==> src/rtl/dmah_pkg.sv <==
package dmah_pkg;

  typedef enum logic [2:0] {
    ST_IDLE,
    ST_REQ,
    ST_ACK,
    ST_DRV,
    ST_STB,
    ST_GAP
  } dmah_state_e;

  // Strobe low time in memory clock cycles.
  localparam int STROBE_CYCLES = 2;

  // Grant counts only on a half-rate edge with the grant line low.
  function automatic logic grant_seen(input logic half_edge, input logic grant_n);
    return half_edge & ~grant_n;
  endfunction

  // The block owns the bus from acknowledge to release.
  function automatic logic owns_bus(input dmah_state_e st);
    return (st == ST_ACK) || (st == ST_DRV) || (st == ST_STB) || (st == ST_GAP);
  endfunction

  // Address drivers are enabled after the acknowledge cycle.
  function automatic logic drives_addr(input dmah_state_e st);
    return (st == ST_DRV) || (st == ST_STB) || (st == ST_GAP);
  endfunction

endpackage

==> src/rtl/dmah_halfrate.sv <==
module dmah_halfrate (
  input  logic clk,
  input  logic rst,
  output logic half_edge
);
  logic ph_q;

  always_ff @(posedge clk) begin
    if (rst) ph_q <= 1'b0;
    else     ph_q <= ~ph_q;
  end

  // ph_q is high on every second memory clock edge after reset.
  assign half_edge = ph_q;
endmodule

==> src/rtl/dmah_latency.sv <==
module dmah_latency #(
  parameter int LIM0 = 42,
  parameter int LIM1 = 22,
  parameter int LIM2 = 11,
  parameter int LIM3 = 4,
  parameter int LW   = 6
) (
  input  logic       clk,
  input  logic       rst,
  input  logic       requesting,
  input  logic [1:0] mode,
  output logic       late
);
  logic [LW-1:0] wait_q;
  logic [LW-1:0] limit;
  logic          over;

  always_comb begin
    case (mode)
      2'd0:    limit = LW'(LIM0);
      2'd1:    limit = LW'(LIM1);
      2'd2:    limit = LW'(LIM2);
      default: limit = LW'(LIM3);
    endcase
  end

  // wait_q holds the number of request edges already passed without a grant.
  assign over = requesting && (wait_q == limit);

  always_ff @(posedge clk) begin
    if (rst) begin
      wait_q <= '0;
      late   <= 1'b0;
    end else begin
      if (!requesting)         wait_q <= '0;
      else if (wait_q != '1)   wait_q <= wait_q + LW'(1);
      if (over)                late <= 1'b1;
    end
  end
endmodule

==> src/rtl/dmah_hold_mon.sv <==
module dmah_hold_mon #(
  parameter int HOLD_MAX = 6
) (
  input  logic clk,
  input  logic rst,
  input  logic idle,
  input  logic grant_n,
  output logic hold_err
);
  localparam int HW = $clog2(HOLD_MAX + 1);

  logic [HW-1:0] held_q;
  logic          stray;

  assign stray = idle && !grant_n;

  always_ff @(posedge clk) begin
    if (rst) begin
      held_q   <= '0;
      hold_err <= 1'b0;
    end else begin
      if (!stray)                        held_q <= '0;
      else if (held_q != HW'(HOLD_MAX))  held_q <= held_q + HW'(1);
      if (stray && held_q == HW'(HOLD_MAX)) hold_err <= 1'b1;
    end
  end
endmodule

==> src/rtl/dmah_seq.sv <==
module dmah_seq
  import dmah_pkg::*;
#(
  parameter int CW = 4,
  parameter int AW = 8
) (
  input  logic          clk,
  input  logic          rst,
  input  logic          start,
  input  logic [CW-1:0] word_count,
  input  logic          dir_write,
  input  logic [1:0]    deadline_mode,
  input  logic          grant_ok,
  output dmah_state_e   state,
  output logic          dir_q,
  output logic          multi_q,
  output logic [1:0]    mode_q,
  output logic          last_word,
  output logic [AW-1:0] addr_q
);
  localparam int SBW = (STROBE_CYCLES > 1) ? $clog2(STROBE_CYCLES) : 1;
  localparam logic [SBW-1:0] STB_LAST = SBW'(STROBE_CYCLES - 1);

  logic [CW-1:0]  cnt_q;
  logic [CW-1:0]  idx_q;
  logic [SBW-1:0] stb_q;
  logic           launch;

  assign launch    = start && (word_count != '0);
  assign last_word = (idx_q == cnt_q - CW'(1));

  always_ff @(posedge clk) begin
    if (rst) begin
      state   <= ST_IDLE;
      cnt_q   <= '0;
      idx_q   <= '0;
      addr_q  <= '0;
      stb_q   <= '0;
      dir_q   <= 1'b0;
      multi_q <= 1'b0;
      mode_q  <= 2'd0;
    end else begin
      case (state)
        ST_IDLE: if (launch) begin
          state   <= ST_REQ;
          cnt_q   <= word_count;
          idx_q   <= '0;
          addr_q  <= '0;
          dir_q   <= dir_write;
          multi_q <= (word_count > CW'(1));
          mode_q  <= deadline_mode;
        end
        ST_REQ:  if (grant_ok) state <= ST_ACK;
        ST_ACK:  state <= ST_DRV;
        ST_DRV: begin
          state <= ST_STB;
          stb_q <= '0;
        end
        ST_STB: begin
          if (stb_q == STB_LAST) begin
            state <= ST_GAP;
            stb_q <= '0;
          end else begin
            stb_q <= stb_q + SBW'(1);
          end
        end
        ST_GAP: begin
          if (last_word) begin
            state   <= ST_IDLE;
            multi_q <= 1'b0;
          end else begin
            state  <= ST_STB;
            idx_q  <= idx_q + CW'(1);
            addr_q <= addr_q + AW'(1);
          end
        end
        default: state <= ST_IDLE;
      endcase
    end
  end
endmodule

==> src/rtl/dma_bus_master.sv <==
module dma_bus_master
  import dmah_pkg::*;
#(
  parameter int CW       = 4,
  parameter int AW       = 8,
  parameter int LIM0     = 42,
  parameter int LIM1     = 22,
  parameter int LIM2     = 11,
  parameter int LIM3     = 4,
  parameter int HOLD_MAX = 6
) (
  input  logic          clk,
  input  logic          rst,
  input  logic          start,
  input  logic [CW-1:0] word_count,
  input  logic          dir_write,
  input  logic [1:0]    deadline_mode,
  input  logic          bus_grant_n,
  output logic          bus_req_n,
  output logic          bus_ack_n,
  output logic          drv_en_n,
  output logic          rd_n,
  output logic          wr_n,
  output logic          burst,
  output logic [AW-1:0] word_addr,
  output logic          late_grant,
  output logic          hold_err
);
  localparam int LMAX01 = (LIM0 > LIM1) ? LIM0 : LIM1;
  localparam int LMAX23 = (LIM2 > LIM3) ? LIM2 : LIM3;
  localparam int LMAX   = (LMAX01 > LMAX23) ? LMAX01 : LMAX23;
  localparam int LW     = $clog2(LMAX + 2);

  // Named internal events, visible to the bound checker.
  dmah_state_e state;
  logic        half_edge;
  logic        grant_ok;
  logic        in_strobe;
  logic        final_phase;
  logic        dir_q;
  logic        multi_q;
  logic [1:0]  mode_q;
  logic        last_word;

  assign grant_ok = grant_seen(half_edge, bus_grant_n);

  dmah_halfrate u_half (
    .clk       (clk),
    .rst       (rst),
    .half_edge (half_edge)
  );

  dmah_seq #(.CW(CW), .AW(AW)) u_seq (
    .clk           (clk),
    .rst           (rst),
    .start         (start),
    .word_count    (word_count),
    .dir_write     (dir_write),
    .deadline_mode (deadline_mode),
    .grant_ok      (grant_ok),
    .state         (state),
    .dir_q         (dir_q),
    .multi_q       (multi_q),
    .mode_q        (mode_q),
    .last_word     (last_word),
    .addr_q        (word_addr)
  );

  dmah_latency #(
    .LIM0 (LIM0), .LIM1 (LIM1), .LIM2 (LIM2), .LIM3 (LIM3), .LW (LW)
  ) u_lat (
    .clk        (clk),
    .rst        (rst),
    .requesting (state == ST_REQ),
    .mode       (mode_q),
    .late       (late_grant)
  );

  dmah_hold_mon #(.HOLD_MAX(HOLD_MAX)) u_hold (
    .clk      (clk),
    .rst      (rst),
    .idle     (state == ST_IDLE),
    .grant_n  (bus_grant_n),
    .hold_err (hold_err)
  );

  assign in_strobe   = (state == ST_STB);
  assign final_phase = ((state == ST_STB) || (state == ST_GAP)) && last_word;

  assign bus_req_n = ~(state == ST_REQ);
  assign bus_ack_n = ~owns_bus(state);
  assign drv_en_n  = ~drives_addr(state);
  assign rd_n      = ~(in_strobe && !dir_q);
  assign wr_n      = ~(in_strobe && dir_q);
  assign burst     = multi_q && (state != ST_IDLE) && !final_phase;
endmodule

==> config.mk <==
export PLATFORM = sky130hd
export DESIGN_NAME = dma_bus_master
export DESIGN_NICKNAME = d
export VERILOG_FILES = /design/src/rtl/dmah_pkg.sv /design/src/rtl/dmah_halfrate.sv /design/src/rtl/dmah_latency.sv /design/src/rtl/dmah_hold_mon.sv /design/src/rtl/dmah_seq.sv /design/src/rtl/dma_bus_master.sv
export SDC_FILE = /design/constraint.sdc
export NUM_CORES = 1
export LEC_CHECK = 0
export ABC_CLOCK_PERIOD_IN_PS = 5400
export BUFFER_PORTS_ARGS = -buffer_cell sky130_fd_sc_hd__clkbuf_2
export CAP_MARGIN = 25
export CELL_PAD_IN_SITES_DETAIL_PLACEMENT = 0
export CELL_PAD_IN_SITES_GLOBAL_PLACEMENT = 2
export CORE_ASPECT_RATIO = 1.1
export CORE_MARGIN = 5
export CORE_UTILIZATION = 28
export CTS_BUF_LIST = sky130_fd_sc_hd__clkbuf_4 sky130_fd_sc_hd__clkbuf_8
export CTS_CLUSTER_SIZE = 16
export DETAILED_ROUTE_END_ITERATION = 10
export PLACE_DENSITY = 0.76
export SYNTH_ARGS = -nofsm -noshare
export SYNTH_HDL_FRONTEND = slang
export SYNTH_SLANG_ARGS = --single-unit
==> constraint.sdc <==
create_clock -name clk -period 5.4 [get_ports clk]
set_clock_uncertainty 0.15 [all_clocks]
set_input_delay 0.81 -clock clk [delete_from_list [all_inputs] [get_ports clk]]
set_output_delay 0.81 -clock clk [all_outputs]
set_load 0.05 [all_outputs]
==> results.yml, run 1 <==
floorplanning:
  coreArea_um2: 6967
  chipWidth_um: 90.24
  rows: 32
  die_h_um: 98.27
  dieArea_um2: 8867
  boundaryPins: 27
  start_util: 0.2847
layout:
  multi_input_area_um2: 1164
  finalNetCount: 265
  fin_util: 0.3269
  final_cell_count_no_fill: 334
  area_growth_pct: 14.83
  drive_gt1_frac: 0.1847
  regArea_um2: 720.7
  fillers: 767
  antenna_cells: 0
pwr:
  powerDensity_nw_per_um2: 264.1
  p_leak_nw: 0.8570
  switching_share: 0.2679
  comb_power_share: 0.131
  power_frac_clock: 0.398
  power.total_uw: 601.4
  peakVddDrop_mv: 0.1268
  pwr-share-seq: 0.471
  p_switching_uw: 161.1
  internal-power_uw: 440.3
route:
  wl_met2_um: 1953
  drc: 0
  wl_met1_um: 2052
  ant_nets: 0
  routedWlPerCell_um: 12.79
  routed.top_layer: "met4"
  first_pass_iters: 4
  wl_um: 4273
  viasPerCell: 4.916
  initialDrtViolationCount: 71
  routed-via-count: 1642
  met3_length_um: 201
synth:
  syn_avg_cell_area_um2: 8.814
  synth_warnings: 0
  ys_ff_latch: 36
  synthFlopType: "dfxtp_1"
  yosysMostFrequentCell: "dfxtp_1"
  ys_seq_area_frac: 0.3634
  synth_top_area_frac: 0.3634
  synth_edf_count: 0
  synth_common_cells: "36 x dfxtp_1, 21 x nor2_1, 19 x nand2_1"
  async_flop_share: 0
  syn-cell-area_um2: 1983
  synth_area_leader_cell: "dfxtp_1"
  syn_inst: 225
  synth_area_leaders: "dfxtp_1 36%, mux2i_1 6.6%, a21oi_1 4.3%"
  synthesis.nets: 242
  post_synth_num_cell_types: 48
timing:
  min_period_ps: 2907
  finalSetupViolCount: 0
  tns_ps: 0
  fin_crit_sh: 0.5383
  max_freq_mhz: 344.0
  rsz0062_at_grt: "false"
  whs_ps: 285.1
  relSlewSlack: 0.6453
  final-max-slew-violation-count: 0
  hold_violations: 0
  tightest_slew_ps: 532.1
clock_network:
  cts_max_path_buffers: 2
  clock_latency_ps: 290
  path_clk_slew_ps: 70
  cts_tree: "yes"
  postCtsSetupBuffers: 0
  cts_max_level: 2
  cts.sinks: 36
  numCtsBuffers: 5
  cts-root-buf: "clkbuf_8"
  hold_buffers: 0
  cts_resized: 0
flow_run:
  drv_cap: 0
placement:
  dp_hpwl_um: 3084
  gp_congestion: 0.7470
  place_inst: 325
  portBuffers: 26
worst_setup_path:
  cp_data_arrival_time_ps: 1950
  startpoint_type: "flop"
  worst_setup_path_end_kind: "output port"
  slowest_stage: "dfxtp_1"
  crit_fanout: 3
  worstPathRequired_ps: 4440
  crit_buf_inv: 2
  crit_path_cell_trace: "inv_1 -> ha_1 -> xor2_1 -> nand3_1 -> nor2_1 -> a21oi_1 -> clkbuf_2"
  max_stage_delay_ps: 370
  worstSetupPathType: "reg -> out"
  crit_family: "simple AND/OR/NAND/NOR gates"
global_routing:
  grt_pass1_vias: 1606
  grt_pass1_wl_um: 7541
  grt.total_usage: 0.1020
  antenna_found_initial: 0
  grt_max_degree: 23
  grt-ovfl-total: 0
min_path:
  hold_class: "reg -> reg"
outcome:
  status: "finished clean"
## power by group through the flow
stage | combinational [mW] | sequential (mW) | clock [mW]
6_report | 0.0790 | 0.283 | 0.239
5_1_grt | 0.0890 | 0.284 | 0.258
3_5_place_dp | 0.0776 | 0.289 | 0
3_3_place_gp | 0.0774 | 0.289 | 0
2_1_floorplan | 0.0667 | 0.285 | 0
4_1_cts | 0.0778 | 0.283 | 0.247
## registers in the layout, indices dropped and copies added, names as in the netlist
signal / cells
u_hold.hold_err: 1
u_hold.held_q: 3
u_seq.cnt_q: 4
u_seq.state: 3
u_seq.mode_q: 2
u_lat.late: 1
u_half.half_edge: 1
u_seq.stb_q: 1
u_seq.dir_q: 1
u_seq.idx_q: 4
u_seq.multi_q: 1
u_seq.addr_q: 8
u_lat.wait_q: 6
## per-stage QoR
| stage | setup slack [ps] | instance area [um^2] |
|---|---|---|
| 5_1_grt | 2327 | 2277 |
| 4_1_cts | 2493 | 2270 |
| 2_1_floorplan | 2635 | 1983 |
| 3_3_place_gp | 2837 | 2158 |
| 3_5_place_dp | 2810 | 2158 |
| 6_report | 2493 | 2277 |
## layout by cell type, fill, tap and decap left out, types with 7 or more instances in the layout
cell type / n
a21oi_1: 17
clkbuf_2: 26
dfxtp_1: 36
inv_1: 10
mux2i_1: 13
nand2_1: 19
nand2b_1: 10
nand3_1: 8
nor2_1: 21
xnor2_1: 7
## cell families (layout without fill, tap and decap cells)
logic type | count (synthesis) | in the layout | synth area share
flops | 36 | 36 | 0.3634
xor+xnor | 12 | 12 | 0.05993
mux | 14 | 14 | 0.07318
simple gates | 88 | 88 | 0.2328
fa+ha+maj | 6 | 6 | 0.03785
compound gates | 48 | 48 | 0.1830
buf+inv | 21 | 45 | 0.04984
## cell type report
cell class              count  area share
clock buffers               5     0.03022
clock inverters             3     0.01868
inverters                  10     0.01648
multi-input cells         168      0.5110
flip-flops and latches     36      0.3165
well taps                  85     0.04670
repair buffers             27     0.06044
## worst paths after layout
kind | slack, ps | depth (start not counted) | start | to
hold reg to reg | 290 | 1 | u_half.half_edge$_SDFF_PP0_ | u_half.half_edge$_SDFF_PP0_
setup reg to reg | 3280 | 4 | u_seq.state[2]$_SDFFE_PP0P_ | u_seq.addr_q[7]$_SDFFE_PP0P_
setup / recovery | 2490 | 7 | u_seq.cnt_q[0]$_SDFFE_PP0P_ | burst
hold / removal | 290 | 1 | u_half.half_edge$_SDFF_PP0_ | u_half.half_edge$_SDFF_PP0_
## layer usage
layer,track usage,vias to the layer above
met3,0.02928,6
li1,-,845
met2,0.1610,29
met4,0.03780,0
met5,0,-
met1,0.1320,762
Note: power is estimated with default switching activity, not from simulation.
==> inputs of run 2 (changes only) <==
--- a/config.mk
+++ b/config.mk
@@ -5,7 +5,8 @@
 export SDC_FILE = /design/constraint.sdc
 export NUM_CORES = 1
 export LEC_CHECK = 0
-export ABC_CLOCK_PERIOD_IN_PS = 5400
+export ABC_AREA = 1
+export ABC_CLOCK_PERIOD_IN_PS = 2700
 export BUFFER_PORTS_ARGS = -buffer_cell sky130_fd_sc_hd__clkbuf_2
 export CAP_MARGIN = 25
 export CELL_PAD_IN_SITES_DETAIL_PLACEMENT = 0
@@ -16,7 +17,7 @@
 export CTS_BUF_LIST = sky130_fd_sc_hd__clkbuf_4 sky130_fd_sc_hd__clkbuf_8
 export CTS_CLUSTER_SIZE = 16
 export DETAILED_ROUTE_END_ITERATION = 10
-export PLACE_DENSITY = 0.76
+export PLACE_DENSITY = 0.8
 export SYNTH_ARGS = -nofsm -noshare
 export SYNTH_HDL_FRONTEND = slang
 export SYNTH_SLANG_ARGS = --single-unit
==> constraint.sdc (replaced) <==
create_clock -name clk -period 2.7 [get_ports clk]
set_clock_uncertainty 0.15 [all_clocks]
set_input_delay 0.405 -clock clk [delete_from_list [all_inputs] [get_ports clk]]
set_output_delay 0.405 -clock clk [all_outputs]
set_load 0.05 [all_outputs]
==> results.yml, run 2 <==
outcome:
  status: "finished clean"
timing:
  final-max-slew-violation-count: 0
  finalSetupViolCount: 0
  min_period_ps: 2406
  max_freq_mhz: 415.5
  whs_ps: 226.8
  tns_ps: 0
  tightest_slew_ps: 539.2
  relSlewSlack: 0.6405
  rsz0062_at_grt: "false"
  fin_ws_ps: 293.5
  hold_violations: 0
  fin_crit_sh: 0.8913
route:
  ant_nets: 0
  first_pass_iters: 4
  wl_um: 4500
  routed-via-count: 1736
  drc: 0
  initialDrtViolationCount: 26
  routedWlPerCell_um: 11.72
  viasPerCell: 4.521
placement:
  portBuffers: 26
  gp_congestion: 0.7641
  dp_hpwl_um: 3398
  preCtsSetupSlack_ps: 606.8
  place_inst: 376
layout:
  final_cell_count_no_fill: 384
  largest_reg_flops: 8
  layout_common_cells: "42 x nand2_1, 36 x dfxtp_1, 32 x inv_1, 30 x nor2_1, 26 x clkbuf_2"
  mostFrequentLayoutCell: "nand2_1"
  area_growth_pct: 15.05
  drive_gt1_frac: 0.2274
  top_regs: "u_seq.addr_q: 8 flops, u_lat.wait_q: 6 flops"
  antenna_cells: 0
  top_register: "u_seq.addr_q"
  finalNetCount: 315
  fin_util: 0.3267
clock_network:
  cts-root-buf: "clkbuf_8"
  cts.sinks: 36
  cts_resized: 0
  clock_latency_ps: 290
  path_clk_slew_ps: 80
  cts_max_level: 2
  cts_tree: "yes"
  numCtsBuffers: 5
  postCtsSetupBuffers: 0
  hold_buffers: 0
  cts_max_path_buffers: 2
worst_setup_path:
  crit_fanout: 4
  worstReg2RegStart: "u_seq.state[1]$_SDFFE_PP0P_"
  worstSetupPathType: "reg -> out"
  timing.rr.end: "u_seq.idx_q[0]$_SDFFE_PP0P_"
  startpoint_type: "flop"
  worst_setup_path_end_kind: "output port"
  r2r_slack_ps: 770
  rr_worst_depth: 8
  cp_data_arrival_time_ps: 1850
  worstPathRequired_ps: 2140
synth:
  synth_warnings: 0
  yosysMostFrequentCell: "nand2_1"
  syn_avg_cell_area_um2: 7.326
  ys_seq_area_frac: 0.3643
  synth_area_leader_cell: "dfxtp_1"
  async_flop_share: 0
  post_synth_num_cell_types: 33
  syn-cell-area_um2: 1978
  synth_top_family_by_area: "simple AND/OR/NAND/NOR gates"
  synthesis.nets: 287
  synth_edf_count: 0
  synth_area_leaders: "dfxtp_1 36%, nand2_1 8.0%, inv_1 6.1%"
  muxShareOfSynthArea: 0
  synth_top_area_frac: 0.3643
  syn_inst: 270
  ys_ff_latch: 36
  synth-simple-area-share: 0.3118
  synthAdderAreaFrac: 0.03795
  synth_common_cells: "42 x nand2_1, 36 x dfxtp_1, 32 x inv_1"
  synth_xor_area_frac: 0.04870
  synth_compound_area_frac: 0.1480
  synthFlopType: "dfxtp_1"
global_routing:
  grt_pass1_wl_um: 7741
  grt-ovfl-total: 0
  grt.total_usage: 0.1068
  grt_pass1_vias: 1730
  grt_max_degree: 20
  antenna_found_initial: 0
floorplanning:
  dieArea_um2: 8848
  start_util: 0.2839
  coreArea_um2: 6967
  boundaryPins: 27
  die_h_um: 98.16
  rows: 32
  chipWidth_um: 90.14
min_path:
  holdPathEnd: "u_seq.dir_q$_SDFFE_PP0P_"
  min_path_cells: 3
  hold_start: "dir_write"
  hold_class: "in -> reg"
flow_run:
  drv_cap: 0
pwr:
  p_leak_nw: 0.9402
  powerDensity_nw_per_um2: 644.7
  peakVddDrop_mv: 0.2815
[run 2: cell count changes after synthesis, sizes merged, moves of 4 or more]
cell,change
nand2b,-10
nor2,+12
inv,+26
nor2b,-6
o21ai,+11
and3,-4
a211oi,-4
a21oi,+7
or2,+4
nand3,+16
nand2,+35
clkbuf,-4
nand3b,-4
mux2i,-13
[run 2: critical path: stages (launching register included)]
cell and delay, ps:
dfxtp_1 340, inv_2 60, ha_1 300, xor2_1 150, nand2_1 100, nor2_4 160
nand3_1 80, o211ai_1 90, inv_1 50, clkbuf_2 230
[run 2: how the worst max path moves through the flow]
stage	start	end	slack [ps]	cells past startpoint
after global routing	u_seq.cnt_q[0]$_SDFFE_PP0P_	burst	140	9
after floorplan	u_seq.cnt_q[0]$_SDFFE_PP0P_	burst	750	8
final	u_seq.cnt_q[0]$_SDFFE_PP0P_	burst	290	9
after global placement	u_seq.cnt_q[0]$_SDFFE_PP0P_	burst	610	9
after detailed placement	u_seq.cnt_q[0]$_SDFFE_PP0P_	burst	610	9
after CTS	u_seq.cnt_q[0]$_SDFFE_PP0P_	burst	250	9
[run 2: cell type report]
type / count / area [um^2]
Inverter: 37 / 140.1
Fill cell: 761 / 4691
Tap cell: 85 / 106.4
Clock inverter: 1 / 7.507
Multi-Input combinational cell: 192 / 1081
Timing Repair Buffer: 26 / 130.1
Clock buffer: 7 / 90.09
Sequential cell: 36 / 720.7
[run 2: per-stage QoR]
| step | total power [mW] | area (um^2) |
|---|---|---|
| 4_1_cts | 1.493 | 2276 |
| 5_1_grt | 1.575 | 2276 |
| 3_5_place_dp | 1.066 | 2178 |
| 2_1_floorplan | 0.9876 | 1978 |
| 6_report | 1.467 | 2276 |
| 3_3_place_gp | 1.064 | 2178 |
[run 2: metal layers]
metal,track usage,vias up,share of wire
met5,0,-,0
met4,0.04811,0,0.018
li1,-,931,-
met2,0.1796,27,0.48
met3,0.02928,7,0.039
met1,0.1265,771,0.46
[run 2: logic make-up (layout without fill, tap and decap cells)]
group | count (synthesis) | count (layout)
AND/OR/NAND/NOR | 126 | 126
AO/OA/AOI/OAI | 49 | 49
buffers and inverters | 42 | 71
flip-flops | 36 | 36
XOR/XNOR | 11 | 11
adder cells (fa/ha/maj) | 6 | 6
[run 2: report_power, final]
part           internal (mW)  switching (mW)
sequential             0.578          0.0445
clock                  0.218           0.203
combinational          0.122           0.302
